===== src/rtl/sbc_pkg.sv =====
package sbc_pkg;
  typedef enum logic [1:0] {
    ACC_NONE  = 2'd0,
    ACC_READ  = 2'd1,
    ACC_WRITE = 2'd2
  } acc_kind_e;
endpackage


===== src/rtl/sbc_wr_ctl.sv =====
module sbc_wr_ctl #(
  parameter int WORDS      = 256,
  parameter int FRAME_SYMS = 32,
  parameter int WW         = 9,
  localparam int AW        = $clog2(WORDS),
  localparam int PW        = AW + 1,
  localparam int FW        = $clog2(FRAME_SYMS)
) (
  input  logic          clk,
  input  logic          rst_n,
  input  logic          in_valid,
  input  logic [WW-1:0] in_word,
  input  logic          shock,
  input  logic [PW-1:0] rd_ptr,
  input  logic          wr_grant,
  output logic          in_ready,
  output logic          hold_valid,
  output logic [AW-1:0] hold_addr,
  output logic [WW-1:0] hold_word,
  output logic [PW-1:0] commit_ptr
);
  logic [PW-1:0] wr_ptr, hold_ptr_q, commit_q, used;
  logic [WW-1:0] hold_word_q;
  logic          hold_valid_q, room, accept, hold_last;

  assign used      = wr_ptr - rd_ptr;
  assign room      = used < PW'(WORDS);
  assign in_ready  = !shock && room && (!hold_valid_q || wr_grant);
  assign accept    = in_valid && in_ready;
  assign hold_last = &hold_ptr_q[FW-1:0];

  always_ff @(posedge clk) begin
    if (!rst_n) begin
      wr_ptr       <= '0;
      hold_ptr_q   <= '0;
      commit_q     <= '0;
      hold_word_q  <= '0;
      hold_valid_q <= 1'b0;
    end else begin
      if (shock) begin
        wr_ptr       <= commit_q;
        hold_valid_q <= 1'b0;
      end else if (accept) begin
        hold_valid_q <= 1'b1;
        hold_ptr_q   <= wr_ptr;
        hold_word_q  <= in_word;
        wr_ptr       <= wr_ptr + 1'b1;
      end else if (wr_grant) begin
        hold_valid_q <= 1'b0;
      end
      if (wr_grant && hold_last) commit_q <= hold_ptr_q + 1'b1;
    end
  end

  assign hold_valid = hold_valid_q;
  assign hold_addr  = hold_ptr_q[AW-1:0];
  assign hold_word  = hold_word_q;
  assign commit_ptr = commit_q;
endmodule


===== src/rtl/sbc_rd_ctl.sv =====
module sbc_rd_ctl #(
  parameter int SYM_W  = 8,
  parameter int PW     = 9,
  parameter int RD_DIV = 4,
  localparam int WW    = SYM_W + 1,
  localparam int CW    = (RD_DIV > 2) ? $clog2(RD_DIV) : 1
) (
  input  logic             clk,
  input  logic             rst_n,
  input  logic             play_en,
  input  logic [PW-1:0]    commit_ptr,
  input  logic [WW-1:0]    mem_rdata,
  output logic             rd_go,
  output logic [PW-1:0]    rd_ptr,
  output logic [PW-1:0]    fill,
  output logic             out_valid,
  output logic [SYM_W-1:0] out_data,
  output logic             out_ok,
  output logic             underflow
);
  logic [CW-1:0] cnt;
  logic [PW-1:0] rd_ptr_q;
  logic          slot, hit_q, out_valid_q, under_q;

  assign fill  = commit_ptr - rd_ptr_q;
  assign slot  = play_en && (cnt == '0);
  assign rd_go = slot && (fill != '0);

  always_ff @(posedge clk) begin
    if (!rst_n) begin
      cnt         <= '0;
      rd_ptr_q    <= '0;
      hit_q       <= 1'b0;
      out_valid_q <= 1'b0;
      under_q     <= 1'b0;
    end else begin
      cnt         <= (cnt == CW'(RD_DIV - 1)) ? '0 : cnt + 1'b1;
      out_valid_q <= slot;
      hit_q       <= rd_go;
      if (rd_go) rd_ptr_q <= rd_ptr_q + 1'b1;
      if (slot && fill == '0) under_q <= 1'b1;
    end
  end

  assign rd_ptr    = rd_ptr_q;
  assign out_valid = out_valid_q;
  assign out_data  = hit_q ? mem_rdata[SYM_W-1:0] : '0;
  assign out_ok    = hit_q & mem_rdata[SYM_W];
  assign underflow = under_q;
endmodule


===== src/rtl/sbc_arbiter.sv =====
module sbc_arbiter #(
  parameter int AW = 8,
  parameter int WW = 9
) (
  input  logic          rd_go,
  input  logic [AW-1:0] rd_addr,
  input  logic          hold_valid,
  input  logic [AW-1:0] hold_addr,
  input  logic [WW-1:0] hold_word,
  input  logic          shock,
  output logic          wr_grant,
  output logic          mem_en,
  output logic          mem_we,
  output logic [AW-1:0] mem_addr,
  output logic [WW-1:0] mem_wdata
);
  import sbc_pkg::*;
  acc_kind_e kind;

  always_comb begin
    kind = ACC_NONE;
    if (rd_go)                      kind = ACC_READ;
    else if (hold_valid && !shock)  kind = ACC_WRITE;
  end

  assign wr_grant  = (kind == ACC_WRITE);
  assign mem_en    = (kind != ACC_NONE);
  assign mem_we    = (kind == ACC_WRITE);
  assign mem_addr  = (kind == ACC_READ) ? rd_addr : hold_addr;
  assign mem_wdata = hold_word;
endmodule


===== src/rtl/sbc_speed.sv =====
module sbc_speed #(
  parameter int PW        = 9,
  parameter int LOW_SYMS  = 64,
  parameter int HIGH_SYMS = 192
) (
  input  logic          clk,
  input  logic          rst_n,
  input  logic [PW-1:0] fill,
  output logic          spd_up
);
  always_ff @(posedge clk) begin
    if (!rst_n)                       spd_up <= 1'b1;
    else if (fill >= PW'(HIGH_SYMS))  spd_up <= 1'b0;
    else if (fill <  PW'(LOW_SYMS))   spd_up <= 1'b1;
  end
endmodule


===== src/rtl/shock_buf_ctrl.sv =====
module shock_buf_ctrl #(
  parameter int SYM_W        = 8,
  parameter int FRAME_SYMS   = 32,
  parameter int DEPTH_FRAMES = 8,
  parameter int RD_DIV       = 4,
  parameter int LOW_FRAMES   = 2,
  parameter int HIGH_FRAMES  = 6,
  localparam int WORDS       = FRAME_SYMS * DEPTH_FRAMES,
  localparam int AW          = $clog2(WORDS),
  localparam int PW          = AW + 1,
  localparam int WW          = SYM_W + 1
) (
  input  logic             clk,
  input  logic             rst_n,
  input  logic             in_valid,
  output logic             in_ready,
  input  logic [SYM_W-1:0] in_data,
  input  logic             in_ok,
  input  logic             shock,
  input  logic             play_en,
  output logic             out_valid,
  output logic [SYM_W-1:0] out_data,
  output logic             out_ok,
  output logic             mem_en,
  output logic             mem_we,
  output logic [AW-1:0]    mem_addr,
  output logic [WW-1:0]    mem_wdata,
  input  logic [WW-1:0]    mem_rdata,
  output logic [PW-1:0]    fill_level,
  output logic             spd_up,
  output logic             underflow
);
  logic          wr_grant, hold_valid, rd_go;
  logic [AW-1:0] hold_addr;
  logic [WW-1:0] hold_word;
  logic [PW-1:0] commit_ptr, rd_ptr, fill;

  sbc_wr_ctl #(.WORDS(WORDS), .FRAME_SYMS(FRAME_SYMS), .WW(WW)) u_wr (
    .clk(clk), .rst_n(rst_n), .in_valid(in_valid), .in_word({in_ok, in_data}),
    .shock(shock), .rd_ptr(rd_ptr), .wr_grant(wr_grant), .in_ready(in_ready),
    .hold_valid(hold_valid), .hold_addr(hold_addr), .hold_word(hold_word),
    .commit_ptr(commit_ptr)
  );

  sbc_rd_ctl #(.SYM_W(SYM_W), .PW(PW), .RD_DIV(RD_DIV)) u_rd (
    .clk(clk), .rst_n(rst_n), .play_en(play_en), .commit_ptr(commit_ptr),
    .mem_rdata(mem_rdata), .rd_go(rd_go), .rd_ptr(rd_ptr), .fill(fill),
    .out_valid(out_valid), .out_data(out_data), .out_ok(out_ok),
    .underflow(underflow)
  );

  sbc_arbiter #(.AW(AW), .WW(WW)) u_arb (
    .rd_go(rd_go), .rd_addr(rd_ptr[AW-1:0]), .hold_valid(hold_valid),
    .hold_addr(hold_addr), .hold_word(hold_word), .shock(shock),
    .wr_grant(wr_grant), .mem_en(mem_en), .mem_we(mem_we),
    .mem_addr(mem_addr), .mem_wdata(mem_wdata)
  );

  sbc_speed #(.PW(PW), .LOW_SYMS(LOW_FRAMES * FRAME_SYMS),
              .HIGH_SYMS(HIGH_FRAMES * FRAME_SYMS)) u_spd (
    .clk(clk), .rst_n(rst_n), .fill(fill), .spd_up(spd_up)
  );

  assign fill_level = fill;
endmodule


===== config.mk =====
export PLATFORM = sky130hd
export DESIGN_NAME = shock_buf_ctrl
export DESIGN_NICKNAME = d
export VERILOG_FILES = /design/src/rtl/sbc_pkg.sv /design/src/rtl/sbc_wr_ctl.sv /design/src/rtl/sbc_rd_ctl.sv /design/src/rtl/sbc_arbiter.sv /design/src/rtl/sbc_speed.sv /design/src/rtl/shock_buf_ctrl.sv
export SDC_FILE = /design/constraint.sdc
export NUM_CORES = 1
export LEC_CHECK = 0
export ABC_CLOCK_PERIOD_IN_PS = 4019
export CAP_MARGIN = 0
export CORE_ASPECT_RATIO = 1.25
export CORE_MARGIN = 1
export CORE_UTILIZATION = 45
export CTS_BUF_LIST = sky130_fd_sc_hd__clkbuf_16
export CTS_CLUSTER_DIAMETER = 60
export DETAILED_ROUTE_END_ITERATION = 10
export PLACE_DENSITY = 0.81
export SLEW_MARGIN = 20
export SYNTH_ARGS = -nofsm -noshare
export SYNTH_HDL_FRONTEND = slang
export SYNTH_SLANG_ARGS = --single-unit

===== constraint.sdc =====
create_clock -name clk -period 4.02 [get_ports clk]
set_input_delay 0.402 -clock clk [delete_from_list [all_inputs] [get_ports clk]]
set_output_delay 0.402 -clock clk [all_outputs]
set_load 0.01 [all_outputs]

Word level (Yosys, flattened, before mapping)
Index checks and enable logic that the tools add are counted. Widths: inputs -> output; s select.

Bits in latches: 0. Input port bits: 23. RAM bits: 0. Bits in registers: 52. Bits in read-only memories: 0. Memories: 0.

Multipliers: 0. Add/subtract/negate cells: 6. Shifts and indexed selects: 0. Bitwise gates (word level): 3. Reductions and logical operators: 22. Equal/unequal tests: 3. Div/mod/pow operators: 0. $lt $le $gt $ge: 3. Muxes and demuxes: 10.

Operator list (count): $add 9x1->9 const B (3); $mux 9 (2); $sub 9x9->9 (2); $mux 8 (2); $ge 9x8->1 const B (1); $logic_not 9->1 (1); $lt 9x7->1 const B (1); $lt 9x9->1 const B (1); $reduce_bool 9->1 (1); $logic_and 1x1->1 (8); $reduce_bool 2->1 (4); $reduce_and 5->1 (1); $eq 2x2->1 const B (2); $mux 1 (4); $mux 2 (2); $reduce_or 2->1 (2); $add 2x1->2 const B (1); $eq 2x1->1 const B (1); $logic_not 1->1 (2); $logic_not 2->1 (1); $not 1->1 (2); $reduce_and 2->1 (1); $and 1x1->1 (1); $logic_or 1x1->1 (1).

Logic depth before layout (Yosys ltp)
Depth after elaboration: 10. Mapped depth: 14. Mapped depth without buffers: 11.

Modules after synthesis
From an unflattened synthesis, not the netlist that was laid out.

Cells, all modules: 397. Area total of the unflattened synthesis: 3449.6 um^2.

Modules (own cells, without submodules): sbc_wr_ctl (area each 2003.2 um^2, cells an instance 229, instances 1); sbc_rd_ctl (area each 1179.9 um^2, cells an instance 142, instances 1); sbc_arbiter (area each 222.7 um^2, cells an instance 22, instances 1); sbc_speed (area each 43.8 um^2, cells an instance 4, instances 1).

Worst setup path after synthesis
Ideal clock, no wire load.

Kind: register to output. Start point: register u_wr.commit_q[0], in the netlist u_wr.commit_ptr[0]. End point: output port mem_addr[4]. Path slack: 0.713 ns. Path buffers: 3. Data required time: 3.618 ns. Cell stages (with the launch flop): 14. Arrival: 2.905 ns. Path through: dfxtp_1 inv_1 ha_1 fa_1 nand2b_1 a211oi_2 nor4b_1 a311o_1 nand4bb_1 buf_6 and2_1 buf_2 buf_6 mux2_1.

Word-level cells in the longest chain between the ends: 6.

RTL lines: start: declaration (line sbc_wr_ctl.sv:22) `logic [PW-1:0] wr_ptr, hold_ptr_q, commit_q, used;`; start signal: assignment (line sbc_wr_ctl.sv:51) `if (wr_grant && hold_last) commit_q <= hold_ptr_q + 1'b1;`; $sub 9x9->9 (line sbc_rd_ctl.sv:25) `assign fill = commit_ptr - rd_ptr_q;`; net fill_level[8] (line shock_buf_ctrl.sv:29) `output logic [PW-1:0] fill_level,`; $reduce_bool 9->1 (line sbc_rd_ctl.sv:27) `assign rd_go = slot && (fill != '0);`; $logic_and 1x1->1 (line sbc_rd_ctl.sv:27); $mux 2 (line sbc_arbiter.sv:22) `if (rd_go) kind = ACC_READ;`; $eq 2x1->1 (line sbc_arbiter.sv:29) `assign mem_addr = (kind == ACC_READ) ? rd_addr : hold_addr;`; $mux 8 (line sbc_arbiter.sv:29); end: declaration (line shock_buf_ctrl.sv:26) `output logic [AW-1:0] mem_addr,`.

The timed path passes the listed nets, and every way through them passes these cells.

Worst setup path after layout
Start point: register u_wr.commit_q[0], in the netlist u_wr.commit_ptr[0]. End point: output port mem_addr[4].

Word-level cells in the longest chain between the ends: 6.

RTL lines (line): $sub 9x9->9 (sbc_rd_ctl.sv:25); $reduce_bool 9->1 (sbc_rd_ctl.sv:27); $logic_and 1x1->1 (sbc_rd_ctl.sv:27); $mux 2 (sbc_arbiter.sv:22); $eq 2x1->1 (sbc_arbiter.sv:29); $mux 8 (sbc_arbiter.sv:29).

Every way passes these cells.

==> flow_metrics.tcl <==
set metrics [dict create \
    status "finished, final reports clean" \
    ys_top_cells_by_area "dfxtp_1 (33%), ha_1 (8.3%), mux2i_1 (5.7%)" \
    grt_use_met2_pct 41.8 \
    nets 463 \
    fmax_mhz 258 \
    synth-compound-area-share_pct 17.5 \
    fin_skew_ns 0.00496 \
    async_reset_ff_share_pct 0 \
    synth_xor_area_share_pct 6.05 \
    drive_above_1_share_pct 10.3 \
    max_slew_margin_pct 43.8 \
    hpwl_um 6120 \
    synth_edf_count 0 \
    layout_common_cells "clkdlybuf4s50_1 (62), dfxtp_1 (52), nor2_1 (38)" \
    seq_area_frac_synth_pct 32.9 \
    synth_nets 402 \
    cp-start-kind "flip-flop" \
    synthFlopType "dfxtp_1" \
    synth_top_family_by_area "simple AND/OR/NAND/NOR gates" \
    end_kind "primary output" \
    syn-cell-area_um2 3160 \
    required_ns 3.62 \
    arrival_ns 3.47 \
    finalCritPeriodShare_pct 96.3 \
    ys_ff_latch 52 \
    cts.sink_count 52 \
    use_met3_pct 4.17 \
    final-max-slew-violation-count 0 \
    synth_simple_gate_area_share_pct 20.3 \
    synth_fa_ha_area_share_pct 8.94 \
    tightest_slew_ns 0.843 \
    ys_types 50 \
    grt_pass1_vias 2794 \
    syn_inst 357 \
    drtPass1Iterations 4 \
    synth_mux_area_share_pct 8.26 \
    total_power_uw 1660 \
    clk-insertion-delay-late_ns 0.29 \
    dieWidth_um 77 \
    grtUsageTotal_pct 23.1 \
    power.leakage_uw 0.00149 \
    cts_tree "yes" \
    grt-ovfl-total 0 \
    core-area_um2 6690 \
    antenna_found_initial 0 \
    drc 0 \
    setup_viol 0 \
    wl_per_cell_um 16.4 \
    root_buffer "clkbuf_16" \
    final_antenna_net_count 0 \
    viasPerCell 5.69 \
    dieArea_um2 7370 \
    ctsLongestPathBuffers 2 \
    first_iter_violations 155 \
    insertedDiodeCount 0 \
    cellPowerDensity_nw_per_um2 407 \
    critPathKind "reg2out" \
    grt_start_max_net_pins 26 \
    start_util_pct 47.3 \
    use_met1_pct 26.0 \
    placed_cell_area_um2 3850 \
    grt_busiest_layer "met2" \
    cts_hold_buf 0 \
    clk_pin_slew_ns 0.07 \
    postSynthAreaPerCell_um2 8.86 \
    layout_commonest_cell "clkdlybuf4s50_1" \
    hold_viol 0 \
    timing.max_cap.violations 0 \
    route.vias.total 2877 \
    synth_warnings 0 \
    htree_levels 2 \
    finalWeightedCongestion 0.913 \
    numPortBuffers 63 \
    hold_path.class "reg2reg" \
    row_count 33 \
    critical_path.max_fanout 7 \
    drt-total-wl_um 8290 \
    area_growth_syn_to_layout_pct 28.5 \
    period_needed_ns 3.87 \
    die_y_um 95.8 \
    fin_area_um2 4070 \
    yosys.area.top_type_share_pct 32.9 \
    num_io_pins 64 \
    numCtsBuffers 5 \
    finalCoreUtilization_pct 60.8 \
    grt_pass1_wl_um 13300 \
    peakVddDrop_uv 291 \
    synth.largest_area_cell "dfxtp_1" \
]
[where the power goes]
group	internal (uW)	total, uW	switching [uW]
Sequential	544	571	26.8
Combinational	327	664	337
Clock	230	422	192
[kinds of logic (layout without fill, tap and decap cells)]
family,count (synthesis),after routing
AND/OR/NAND/NOR,125,126
AO/OA/AOI/OAI,74,74
flip-flops,52,52
buffers and inverters,38,99
multiplexers,25,25
adder cells (fa/ha/maj),22,22
XOR/XNOR,21,21
[registers in the layout, indices dropped and copies added, names as in the netlist, 2 cells and up]
signal           count
u_wr.commit_ptr      9
u_wr.hold_ptr_q      9
u_rd.rd_ptr          9
u_wr.hold_word       9
u_wr.wr_ptr          9
u_rd.cnt             2
[synth_stat cells, types with 3 or more instances]
cell type	count
nand2b_1	3
buf_6	5
clkbuf_1	7
o21ai_0	15
xnor2_1	15
a211oi_1	13
o31ai_1	6
or4_1	3
buf_2	3
a21oi_1	19
xor2_1	5
dfxtp_1	52
a2111oi_2	5
inv_1	19
and3_1	4
nand2_1	19
nor2_1	38
and2_1	15
or3_1	3
nand4_1	7
nor3_1	7
mux2i_1	18
a21o_1	4
nor2b_1	4
mux2_2	4
nand3_1	11
ha_1	21
[final cells by class]
cell class              count  area (um2)
clock inverters             3        17.5
multi-input cells         268        2000
inverters                  19        71.3
clock buffers               5         125
repair buffers             72         704
well taps                  87         109
fillers                   576        2620
flip-flops and latches     52        1040
[worst paths after layout]
| path | to | cells after the start | start | slack [ns] |
|---|---|---|---|---|
| worst max register to register | u_wr.commit_ptr[3] | 12 | u_wr.commit_ptr[0] | 0.56 |
| worst min-delay path | u_rd.cnt[0] | 1 | u_rd.cnt[0] | 0.45 |
| worst max-delay path | mem_addr[4] | 11 | u_wr.commit_ptr[0] | 0.15 |
| worst min register to register | u_rd.cnt[0] | 1 | u_rd.cnt[0] | 0.45 |
[routing by layer]
metal	vias to the layer above	wire, um	part of all wire (%)
li1	1387	-	-
met1	1349	3320	40
met5	-	0	0
met2	120	4130	50
met3	21	517	6.2
met4	0	317	3.8
[worst max-delay path, stage by stage, from the launching register on]
cell and delay, ns:
dfxtp_1 0.34, inv_1 0.07, ha_1 0.23, fa_1 0.40, nand2b_4 0.18, a211oi_2 0.23
nor4b_1 0.08, a311o_1 0.37, nand4bb_4 0.26, and2_4 0.23, mux2_1 0.31, clkdlybuf4s50_1 0.48
[through the flow]
| stage | instances | setup TNS (ns) | worst slack, ns | hold slack, ns |
|---|---|---|---|---|
| after floorplan | 357 | 0 | 0.713 | 0.427 |
| after CTS | 505 | 0 | 0.00127 | 0.458 |
| after detailed placement | 497 | 0 | 0.211 | 0.447 |
| after global routing | 506 | -0.0777 | -0.0370 | 0.499 |
| after global placement | 497 | 0 | 0.271 | 0.436 |
| final | 506 | 0 | 0.149 | 0.451 |
[what timing repair did]
item,4_1_cts,5_1_grt
pin swaps,0,2
cloned,0,1
setup endpoints to repair,8,11
setup buffers,0,0
resized for setup,1,13
endpoints found under the hold margin,0,0
Note: power is estimated with default switching activity, not from simulation.
